<file path="config.mk">
export PLATFORM = sky130hd
export DESIGN_NAME = stride_walker
export DESIGN_NICKNAME = d
export VERILOG_FILES = /design/src/rtl/walk_pkg.sv /design/src/rtl/walk_rows.sv /design/src/rtl/walk_base.sv /design/src/rtl/stride_walker.sv
export SDC_FILE = /design/constraint.sdc
export NUM_CORES = 1
export LEC_CHECK = 0
export BUFFER_PORTS_ARGS = -buffer_cell sky130_fd_sc_hd__buf_2
export CORE_MARGIN = 3
export CORE_UTILIZATION = 45
export DETAILED_ROUTE_END_ITERATION = 8
export GPL_TIMING_DRIVEN = 0
export PLACE_DENSITY = 0.76
export SETUP_SLACK_MARGIN = 0.3
export SLEW_MARGIN = 5
export SYNTH_ARGS = -nofsm -noshare
export SYNTH_HDL_FRONTEND = slang
export SYNTH_SLANG_ARGS = --single-unit
</file>
<file path="constraint.sdc">
create_clock -name clk -period 3.7 [get_ports clk]
set_clock_uncertainty 0.2 [all_clocks]
set_input_delay 0.185 -clock clk [delete_from_list [all_inputs] [get_ports clk]]
set_output_delay 0.185 -clock clk [all_outputs]
set_load 0.05 [all_outputs]
</file>
<file path="src/rtl/walk_pkg.sv">
package walk_pkg;
  typedef enum logic [0:0] {
    WALK_IDLE = 1'b0,
    WALK_EMIT = 1'b1
  } walk_state_e;
endpackage

</file>
<file path="src/rtl/walk_rows.sv">
// Remaining-row down counter; last is high on the final row of a pass.
module walk_rows #(
  parameter int ROWS_W = 12
) (
  input  logic              clk,
  input  logic              rst_n,
  input  logic              load,
  input  logic [ROWS_W-1:0] load_val,
  input  logic              step,
  output logic              last
);
  logic [ROWS_W-1:0] left_q;

  always_ff @(posedge clk) begin
    if (!rst_n)    left_q <= '0;
    else if (load) left_q <= load_val;
    else if (step) left_q <= left_q - 1'b1;
  end

  assign last = (left_q == '0);
endmodule

</file>
<file path="src/rtl/walk_base.sv">
// Row base address register: captures the aligned start and stride, steps by the stride, rewinds on restart.
module walk_base #(
  parameter int ADDR_W     = 32,
  parameter int ALIGN_BITS = 3
) (
  input  logic              clk,
  input  logic              rst_n,
  input  logic              capture,
  input  logic              restart,
  input  logic              advance,
  input  logic [ADDR_W-1:0] start_in,
  input  logic [ADDR_W-1:0] stride_in,
  output logic [ADDR_W-1:0] row_addr
);
  localparam logic [ADDR_W-1:0] KEEP = {ADDR_W{1'b1}} << ALIGN_BITS;

  logic [ADDR_W-1:0] start_q, stride_q, base_q;

  always_ff @(posedge clk) begin
    if (!rst_n) begin
      start_q  <= '0;
      stride_q <= '0;
      base_q   <= '0;
    end else if (capture) begin
      start_q  <= start_in & KEEP;
      stride_q <= stride_in & KEEP;
      base_q   <= start_in & KEEP;
    end else if (restart) begin
      base_q   <= start_q;
    end else if (advance) begin
      base_q   <= base_q + stride_q;
    end
  end

  assign row_addr = base_q;
endmodule

</file>
<file path="src/rtl/stride_walker.sv">
module stride_walker
  import walk_pkg::*;
#(
  parameter int ADDR_W     = 32,
  parameter int LEN_W      = 16,
  parameter int ROWS_W     = 12,
  parameter int ALIGN_BITS = 3
) (
  input  logic              clk,
  input  logic              rst_n,
  input  logic              enable,
  input  logic              req_valid,
  output logic              req_ready,
  input  logic [ADDR_W-1:0] req_addr,
  input  logic [LEN_W-1:0]  req_xlen_m1,
  input  logic [ROWS_W-1:0] req_ylen_m1,
  input  logic [ADDR_W-1:0] req_stride,
  input  logic              req_cyclic,
  output logic              cmd_valid,
  input  logic              cmd_ready,
  output logic [ADDR_W-1:0] cmd_addr,
  output logic [LEN_W-1:0]  cmd_len_m1,
  output logic              done
);
  walk_state_e       state_q;
  logic [LEN_W-1:0]  xlen_q;
  logic [ROWS_W-1:0] ylen_q;
  logic              cyc_q;
  logic              done_q;
  logic              fire_req, fire_cmd, row_last;
  logic              wrap, rows_load;
  logic [ROWS_W-1:0] rows_val;

  assign req_ready = enable && (state_q == WALK_IDLE);
  assign cmd_valid = enable && (state_q == WALK_EMIT);
  assign fire_req  = req_valid && req_ready;
  assign fire_cmd  = cmd_valid && cmd_ready;
  assign wrap      = fire_cmd && row_last && cyc_q;
  assign rows_load = fire_req || wrap;
  assign rows_val  = fire_req ? req_ylen_m1 : ylen_q;

  always_ff @(posedge clk) begin
    if (!rst_n) begin
      state_q <= WALK_IDLE;
      xlen_q  <= '0;
      ylen_q  <= '0;
      cyc_q   <= 1'b0;
      done_q  <= 1'b0;
    end else begin
      done_q <= fire_cmd && row_last;
      if (fire_req) begin
        xlen_q <= req_xlen_m1;
        ylen_q <= req_ylen_m1;
        cyc_q  <= req_cyclic;
      end
      if (!enable)
        state_q <= WALK_IDLE;
      else if (fire_req)
        state_q <= WALK_EMIT;
      else if (fire_cmd && row_last && !cyc_q)
        state_q <= WALK_IDLE;
    end
  end

  walk_rows #(.ROWS_W(ROWS_W)) u_rows (
    .clk      (clk),
    .rst_n    (rst_n),
    .load     (rows_load),
    .load_val (rows_val),
    .step     (fire_cmd && !row_last),
    .last     (row_last)
  );

  walk_base #(.ADDR_W(ADDR_W), .ALIGN_BITS(ALIGN_BITS)) u_base (
    .clk       (clk),
    .rst_n     (rst_n),
    .capture   (fire_req),
    .restart   (wrap),
    .advance   (fire_cmd && !row_last),
    .start_in  (req_addr),
    .stride_in (req_stride),
    .row_addr  (cmd_addr)
  );

  generate
    if (ALIGN_BITS > 0) begin : g_len_align
      assign cmd_len_m1 = {xlen_q[LEN_W-1:ALIGN_BITS], {ALIGN_BITS{1'b1}}};
    end else begin : g_len_plain
      assign cmd_len_m1 = xlen_q;
    end
  endgenerate

  assign done = done_q;
endmodule

</file>
==> run summary, run 1 <==
MaxCap Viol Count - 0
CP Class - flop to flop
Post-synth ARST share - 0%
drt pass-1 iters - 5
Max Freq - 310.0 MHz
Iteration-0 DRC Markers - 580
Synth Area per Inst - 7.766 sq um
hpwl dp - 14,480 microns
RePlAce Congestion - 0.9037
Tmin final - 3.226 ns
Remaining Overflow, GRT - 0
synth top area cells - dfxtp_1 (40%), nand2_1 (13%), a21oi_1 (10%)
CP startpoint kind - flop
Worst Hold Depth - 4
leak pwr - 0.003844 uW
H-tree Lvls - 4
area of the multi-input gates - 3621 sq um
final WL - 21,020 microns
Clk Latency, worst-skew pair - 0.43 ns
Register Area - 2603 sq um
Seq pwr share - 38.8%
final slew viol count - 0
num ports - 149
largest net degree at the start of global routing - 17
Seq/Total Area, Yosys - 40.37%
pwr/cell area - 447.5 nW/um^2
GRT busiest layer - met2
area grow syn2layout - 37.25%
status - finished, final reports clean
setup tns final - 0 ns
hold path endpoint - state_q$_SDFFE_PN0P_
M3 GR Usage - 7.846%
Std-Cell Rows - 43
core area - 13,930 sq um
TritonCTS buffer count - 17
post-route ant nets - 0
Switch Pwr - 1179 uW
wire length per cell - 16.60 microns
vias in the first global route - 7,011
die width - 125.7 microns
Worst Hold Slack - 0.007723 ns
Post-synth EDFFs - 0
CTS tree - yes
Crit path largest cell delay - 0.56 ns
DIE AREA - 15,800 sq um
clk slew on worst S/H paths - 0.06 ns
VDD IR max - 0.3636 mV
reg2reg start - u_rows.left_q[0]$_SDFFE_PN0P_
hold_sp - enable
Die Span Y - 125.7 microns
worst r2r dst - u_base.row_addr[26]$_SDFFE_PN0P_
CP startpoint - u_rows.left_q[0]$_SDFFE_PN0P_
CP Depth - 9
Syn Inst Count - 830
first-pass GRT wire length - 33,800 microns
R2R Setup Slk - 0.47 ns
crit share post-route - 87.19%
Synth Cell Area - 6446 sq um
synth unique cells - 57
Synth warnings - 0
via count - 6,958
area leader, netlist - dfxtp_1
P_int - 2780 uW
All-Layer GR Usage - 26.67%
FF-to-FF path depth - 9
Global Route met2 Usage - 43.93%
nets@finish - 1,201
Slew headroom - 46.10%
Clk network pwr share - 43.4%
filler instances - 1,212
Switching Share - 29.77%
Crit-path slowest cell - clkbuf_1
prevailing post-synth register cell - dfxtp_1
Final Hold Vio Count - 0
met1 usage - 32.54%
setup violators final - 0
Max clock buf depth - 2
crit path cell chain - inv_1, ha_1, nor4b_1, and2_0, nand3_1, buf_1, clkbuf_1, o221ai_1, a211oi_1
CP required - 3.84 ns
worst slew pin tran - 0.8047 ns
post-synth top area share - 40.37%
Logic pwr share - 17.8%
Seq cells post-synth - 130
worst-path maximum fanout - 10
RSZ-0062 raised after global routing - no
n_diodes - 0
CP bufs+invs - 3
CTS sink cnt - 130
clock root buffer - clkbuf_16
IO buf count - 135
CP arrival - 3.37 ns
DR vias/cell - 5.496
Top delay family on crit path - buffers and inverters
Initial Utilization - 46.26%
worst hold path type - input port to flop
share of cells above drive strength 1 - 17.96%
crit path capture type - flop
# DRC - 0
initial antenna violation count - 0
[cells in the final DEF (no fill, tap or decap), types with 5 or more instances in the layout]
cell,n
nand2_1,222
buf_2,139
a21oi_1,134
dfxtp_1,130
dlygate4sd3_1,85
nor2_1,35
clkbuf_1,35
o21ai_0,31
ha_1,29
o221ai_1,18
clkbuf_16,17
xor2_1,16
a21o_1,15
xnor2_1,11
a211oi_1,10
buf_1,9
nand3_1,9
inv_1,8
and3_1,8
nor3_1,8
o21bai_1,8
o21ai_1,7
o22ai_1,6
a221oi_1,6
a31oi_1,6
o211ai_1,6
buf_4,5
[kinds of logic after synthesis]
logic type | after synthesis | synth area share, %
flip-flops | 130 | 40.37
other | 1 | 0.05817
adder cells (fa/ha/maj) | 30 | 5.939
AO/OA/AOI/OAI | 264 | 24.81
AND/OR/NAND/NOR | 313 | 20.61
XOR/XNOR | 27 | 3.668
buffers and inverters | 61 | 3.921
multiplexers | 4 | 0.6211
[synthesized netlist by cell type (all sizes together) (3+ instances only)]
cell      n
a211oi   10
a21o     15
a21oi   135
a221oi    6
a31oi     7
and2      5
and3      8
buf      17
clkbuf   35
dfxtp   130
ha       29
inv       8
mux2i     4
nand2   224
nand2b    3
nand3     9
nor2     37
nor3     10
nor4      3
o211ai    6
o21ai    38
o21bai    8
o221a     3
o221ai   20
o22ai     6
xnor2    11
xor2     16
[worst max path at each step]
| stage | slack (ns) | endpoint |
|---|---|---|
| 6_report | 0.47 | u_base.row_addr[26]$_SDFFE_PN0P_ |
| 5_1_grt | 0.33 | u_base.row_addr[26]$_SDFFE_PN0P_ |
| 4_1_cts | 0.35 | u_base.row_addr[31]$_SDFFE_PN0P_ |
| 3_5_place_dp | 0.37 | u_base.row_addr[31]$_SDFFE_PN0P_ |
| 3_3_place_gp | 0.40 | u_base.row_addr[31]$_SDFFE_PN0P_ |
| 2_1_floorplan | 0.60 | u_base.row_addr[30]$_SDFFE_PN0P_ |
[worst register-to-register path: cells and delay by family, from the launching register on]
kind            cells  cell delay (ns)
fa+ha+maj           1             0.26
simple gates        3             0.67
compound gates      2             0.46
buf+inv             3             1.16
flops               1             0.40
[per-stage QoR]
stage                     setup WS, ns  total power [uW]  instances  util (%)  area (sq um)
after global routing            0.3294              4101       1266     63.49          8847
after detailed placement        0.3743              2185       1147     52.78          7355
final                           0.4739              3959       1266     63.49          8847
after floorplan                 0.5996              1989        832         -          6454
after CTS                       0.3477              3957       1264     63.22          8810
after global placement          0.3955              2173       1147     52.78          7355
[flip-flops by register name (all words and copies together), names as in the netlist]
register         count
u_base.row_addr     32
xlen_q              13
state_q              1
u_rows.left_q       12
done                 1
u_base.start_q      29
cyc_q                1
ylen_q              12
u_base.stride_q     29
[routing by layer]
| metal | vias up | routed length [microns] |
|---|---|---|
| met5 | - | 0 |
| met4 | 0 | 628 |
| met3 | 60 | 1916 |
| met2 | 302 | 9749 |
| met1 | 3191 | 8725 |
| li1 | 3405 | - |
[power by group through the flow]
| stage | Sequential, uW | Combinational, uW | Clock [uW] |
|---|---|---|---|
| finish | 1540 | 706 | 1720 |
| global route | 1540 | 772 | 1780 |
| CTS | 1530 | 695 | 1730 |
| detailed placement | 1560 | 620 | 0 |
| global placement | 1560 | 611 | 0 |
| floorplan | 1650 | 335 | 0 |
[timing repair]
action                     CTS  global route
hold buffers                85             0
hold endpoints to repair   121             0
setup endpoints to repair    0             8
resized for setup            0             4
setup buffers                0             2
[cell type report]
cell class	instances	area share, %
well taps	180	2.546
flip-flops and latches	130	29.42
inverters	9	0.3818
plain buffers	52	2.475
multi-input cells	641	40.93
clock inverters	13	1.711
clock buffers	19	5.119
repair buffers	222	17.42
No activity file was read; power rests on OpenSTA's default activity.
==> run 2, diff against run 1 <==
CORE_UTILIZATION = 49   (was 45)
PLACE_DENSITY = 0.79   (was 0.76)
==> run summary, run 2 (synthesis results as in run 1) <==
Remaining Overflow, GRT - 0
# DRC - 0
leak pwr - 0.003840 uW
die width - 120.7 microns
Final Hold Vio Count - 0
R2R Setup Slk - 0.49 ns
reg2reg start - u_base.row_addr[4]$_SDFFE_PN0P_
max FFs per register - 32
core area - 12,720 sq um
VDD IR max - 0.3205 mV
pwr/cell area - 447.0 nW/um^2
design area - 8808 sq um
MaxCap Viol Count - 0
first-pass GRT wire length - 32,950 microns
setup violators final - 0
Worst Hold Slack - 0.03035 ns
worst hold path type - input port to flop
clock root buffer - clkbuf_16
final WL - 21,210 microns
RePlAce Congestion - 0.9419
share of cells above drive strength 1 - 17.71%
setup tns final - 0 ns
CP startpoint - u_base.row_addr[4]$_SDFFE_PN0P_
status - finished, final reports clean
Std-Cell Rows - 41
CP startpoint kind - flop
drt pass-1 iters - 5
worst slew pin tran - 0.8246 ns
IO buf count - 135
CP required - 3.81 ns
wire length per cell - 16.88 microns
DR vias/cell - 5.576
Initial Utilization - 50.67%
largest net degree at the start of global routing - 17
CTS tree - yes
FF-to-FF path depth - 10
Iteration-0 DRC Markers - 769
final std cells w/o fill - 1,257
Slew headroom - 44.77%
worst r2r dst - u_base.row_addr[30]$_SDFFE_PN0P_
clk slew on worst S/H paths - 0.06 ns
Die Span Y - 120.7 microns
hpwl dp - 14,110 microns
nets@finish - 1,199
final slew viol count - 0
Clk Latency, worst-skew pair - 0.42 ns
initial antenna violation count - 0
TritonCTS buffer count - 17
All-Layer GR Usage - 28.71%
Cell Area, Placed - 7345 sq um
RSZ-0062 raised after global routing - no
via count - 7,009
CP arrival - 3.32 ns
crit share post-route - 86.81%
worst-path maximum fanout - 4
Tmin final - 3.212 ns
commonest non-fill, non-tap cell in the layout - nand2_1
DIE AREA - 14,570 sq um
# placed instances - 1,139
crit path capture type - flop
CP Class - flop to flop
H-tree Lvls - 4
final worst-path setup slack - 0.4880 ns
Max Freq - 311.3 MHz
area grow syn2layout - 36.65%
num ports - 149
post-route ant nets - 0
pre-CTS worst setup slack - 0.3654 ns
CTS sink cnt - 130
CP endpoint - u_base.row_addr[30]$_SDFFE_PN0P_
most frequent cells in the layout - nand2_1 (222), buf_2 (139), a21oi_1 (134)
Max clock buf depth - 2
vias in the first global route - 6,661
[run 2: repair_timing]
item,4_1_cts,5_1_grt
hold buffers,85,0
resized for setup,1,2
setup buffers,0,0
setup endpoints to repair,1,5
gates cloned,0,0
endpoints found under the hold margin,120,0
[run 2: through the flow]
step | util (%) | power (uW)
2_1_floorplan | - | 1989
3_3_place_gp | 57.73 | 2172
3_5_place_dp | 57.73 | 2183
4_1_cts | 69.14 | 3929
5_1_grt | 69.22 | 4066
6_report | 69.24 | 3938
[run 2: per-layer routing]
layer / vias up / track usage (%) / routed length [microns]
met3: 50 / 6.922 / 1747
met2: 332 / 47.82 / 10070
met5: - / 0 / 0
li1: 3409 / - / -
met4: 0 / 10.91 / 516
met1: 3218 / 36.01 / 8880
[run 2: final cells by class]
cell class | instances | area (sq um)
clock buffer | 18 | 439.2
inverter | 9 | 33.78
clock inverter | 14 | 155.1
timing repair buffer | 220 | 1526
sequential | 130 | 2603
multi-input combinational | 641 | 3615
antenna | 1 | 2.502
buffer | 52 | 219.0
tap | 172 | 215.2
fill | 1009 | 3914
[run 2: worst min-delay path by stage]
stage,from,endpoint,slack [ns],cells past startpoint
finish,enable,state_q$_SDFFE_PN0P_,0.03,4
global route,enable,state_q$_SDFFE_PN0P_,0.08,4
detailed placement,req_cyclic,cyc_q$_SDFFE_PN0P_,0.23,3
floorplan,req_addr[10],u_base.start_q[10]$_SDFFE_PN0P_,0.12,2
global placement,req_xlen_m1[15],xlen_q[15]$_SDFFE_PN0P_,0.23,3
CTS,enable,state_q$_SDFFE_PN0P_,0.01,4
[run 2: where the power goes]
part / switching [uW] / internal [uW]
clock: 674 / 1020
combinational: 441 / 267
sequential: 60.4 / 1480
total: 1170 / 2760
[run 2: critical path, cell delays in order (launching register included)]
cell and delay [ns]:
dfxtp_1 0.40, ha_1 0.26, a21o_1 0.16, and4_1 0.21, o21ai_1 0.21, o221ai_1 0.34, a31oi_2 0.40, o21ai_0 0.23
o31ai_1 0.38, mux2i_1 0.26, nor3_2 0.06
==> run 3, diff against run 2 <==
PLACE_DENSITY = 0.74   (was 0.79)
==> run summary, run 3 (synthesis results as in run 1) <==
leak pwr - 0.003848 uW
Switch Pwr - 1114 uW
CP required - 3.80 ns
Worst Hold Depth - 3
Remaining Overflow, GRT - 0
Final Hold Vio Count - 0
worst hold path type - input port to flop
filler instances - 1,072
die width - 120.7 microns
Slew headroom - 46.61%
status - finished, final reports clean
final worst-path setup slack - 0.4942 ns
hpwl dp - 14,160 microns
CP startpoint kind - flop
pre-CTS worst setup slack - 0.3664 ns
wire length per cell - 16.92 microns
area grow syn2layout - 36.82%
FF-to-FF path depth - 10
MaxCap Viol Count - 0
CP Class - flop to flop
most frequent cells in the layout - nand2_1 (222), buf_2 (139), a21oi_1 (134)
max FFs per register - 32
CTS tree - yes
vias in the first global route - 6,731
Die Span Y - 120.7 microns
DR vias/cell - 5.568
setup violators final - 0
reg2reg start - u_base.row_addr[4]$_SDFFE_PN0P_
largest net degree at the start of global routing - 17
Clk Latency, worst-skew pair - 0.41 ns
Max Freq - 311.9 MHz
share of cells above drive strength 1 - 17.65%
final slew viol count - 0
clk slew on worst S/H paths - 0.06 ns
worst r2r dst - u_base.row_addr[30]$_SDFFE_PN0P_
CP startpoint - u_base.row_addr[4]$_SDFFE_PN0P_
Tmin final - 3.206 ns
worst-path maximum fanout - 4
VDD IR max - 0.4210 mV
final WL - 21,210 microns
clock root buffer - clkbuf_16
via count - 6,982
worst slew pin tran - 0.7971 ns
design area - 8820 sq um
Cell Area, Placed - 7345 sq um
n_diodes - 0
TritonCTS buffer count - 17
num ports - 149
CTS sink cnt - 130
nets@finish - 1,198
hold_sp - rst_n
DIE AREA - 14,570 sq um
commonest non-fill, non-tap cell in the layout - nand2_1
post-route ant nets - 0
P_int - 2882 uW
crit path capture type - flop
hold path endpoint - u_rows.left_q[11]$_SDFFE_PN0P_
Logic pwr share - 17.7%
R2R Setup Slk - 0.49 ns
Worst Hold Slack - 0.04344 ns
Switching Share - 27.87%
Design Power - 3996 uW
core area - 12,720 sq um
drt pass-1 iters - 6
Clk network pwr share - 43.9%
initial antenna violation count - 0
RePlAce Congestion - 0.9271
RSZ-0062 raised after global routing - no
IO buf count - 135
Seq pwr share - 38.5%
setup tns final - 0 ns
Max clock buf depth - 2
Std-Cell Rows - 41
pwr/cell area - 453.1 nW/um^2
All-Layer GR Usage - 29.30%
Initial Utilization - 50.67%
H-tree Lvls - 4
# DRC - 0
first-pass GRT wire length - 33,750 microns
CP arrival - 3.31 ns
Iteration-0 DRC Markers - 678
crit share post-route - 86.64%
## run 3: changes by cell type in the layout (fill, tap and decap cells not counted)
| cell | change |
|---|---|
| bufinv_16 | +2 |
| o221ai_2 | +1 |
| clkinv_4 | -3 |
| clkbuf_2 | +2 |
| dlygate4sd3_1 | -1 |
| inv_6 | -4 |
| clkinv_2 | +1 |
| diode_2 | -1 |
| clkbuf_1 | +1 |
| o221ai_1 | -1 |
## run 3: worst max-delay path by stage
stage	slack [ns]	endpoint
2_1_floorplan	0.60	u_base.row_addr[30]$_SDFFE_PN0P_
3_3_place_gp	0.41	u_base.row_addr[31]$_SDFFE_PN0P_
3_5_place_dp	0.37	u_base.row_addr[31]$_SDFFE_PN0P_
4_1_cts	0.30	u_base.row_addr[30]$_SDFFE_PN0P_
5_1_grt	0.33	u_base.row_addr[30]$_SDFFE_PN0P_
6_report	0.49	u_base.row_addr[30]$_SDFFE_PN0P_
## run 3: final cells by class
cell class / count / area (sq um) / share of cell area, %
flip-flops and latches: 130 / 2603 / 29.51
clock inverters: 10 / 158.9 / 1.802
inverters: 9 / 33.78 / 0.3830
clock buffers: 21 / 450.4 / 5.107
repair buffers: 219 / 1516 / 17.19
multi-input cells: 641 / 3621 / 41.06
plain buffers: 52 / 221.5 / 2.511
well taps: 172 / 215.2 / 2.440
## run 3: timing repair
action | 4_1_cts | 5_1_grt
hold buffers | 84 | 0
setup buffers | 0 | 0
hold endpoints to repair | 121 | 0
resized for setup | 0 | 8
endpoints found under the setup margin | 0 | 10
## run 3: critical path, stage by stage (launching register included)
cell and delay, ns:
dfxtp_1 0.42, ha_1 0.26, a21o_1 0.17, and4_1 0.22, o21ai_1 0.25, o221ai_2 0.23, a31oi_2 0.34, o21ai_0 0.25
o31ai_1 0.40, mux2i_1 0.27, nor3_2 0.06
## run 3: through the flow
stage / utilization, % / instances
final: 69.33 / 1254
after global routing: 69.33 / 1254
after CTS: 69.13 / 1254
after detailed placement: 57.73 / 1139
after global placement: 57.73 / 1139
after floorplan: - / 832
## run 3: metal layers
metal / track usage, % / vias to the layer above / wire length (microns)
met4: 10.98 / 0 / 614
met2: 47.75 / 295 / 9916
met1: 37.49 / 3230 / 9073
li1: - / 3411 / -
met5: 0 / - / 0
met3: 7.390 / 46 / 1608
## run 3: power groups by stage
stage,registers (uW),clock network [uW],logic [uW]
3_3_place_gp,1560,0,613
4_1_cts,1530,1760,691
5_1_grt,1540,1840,767
6_report,1540,1750,705
3_5_place_dp,1560,0,619
2_1_floorplan,1650,0,335
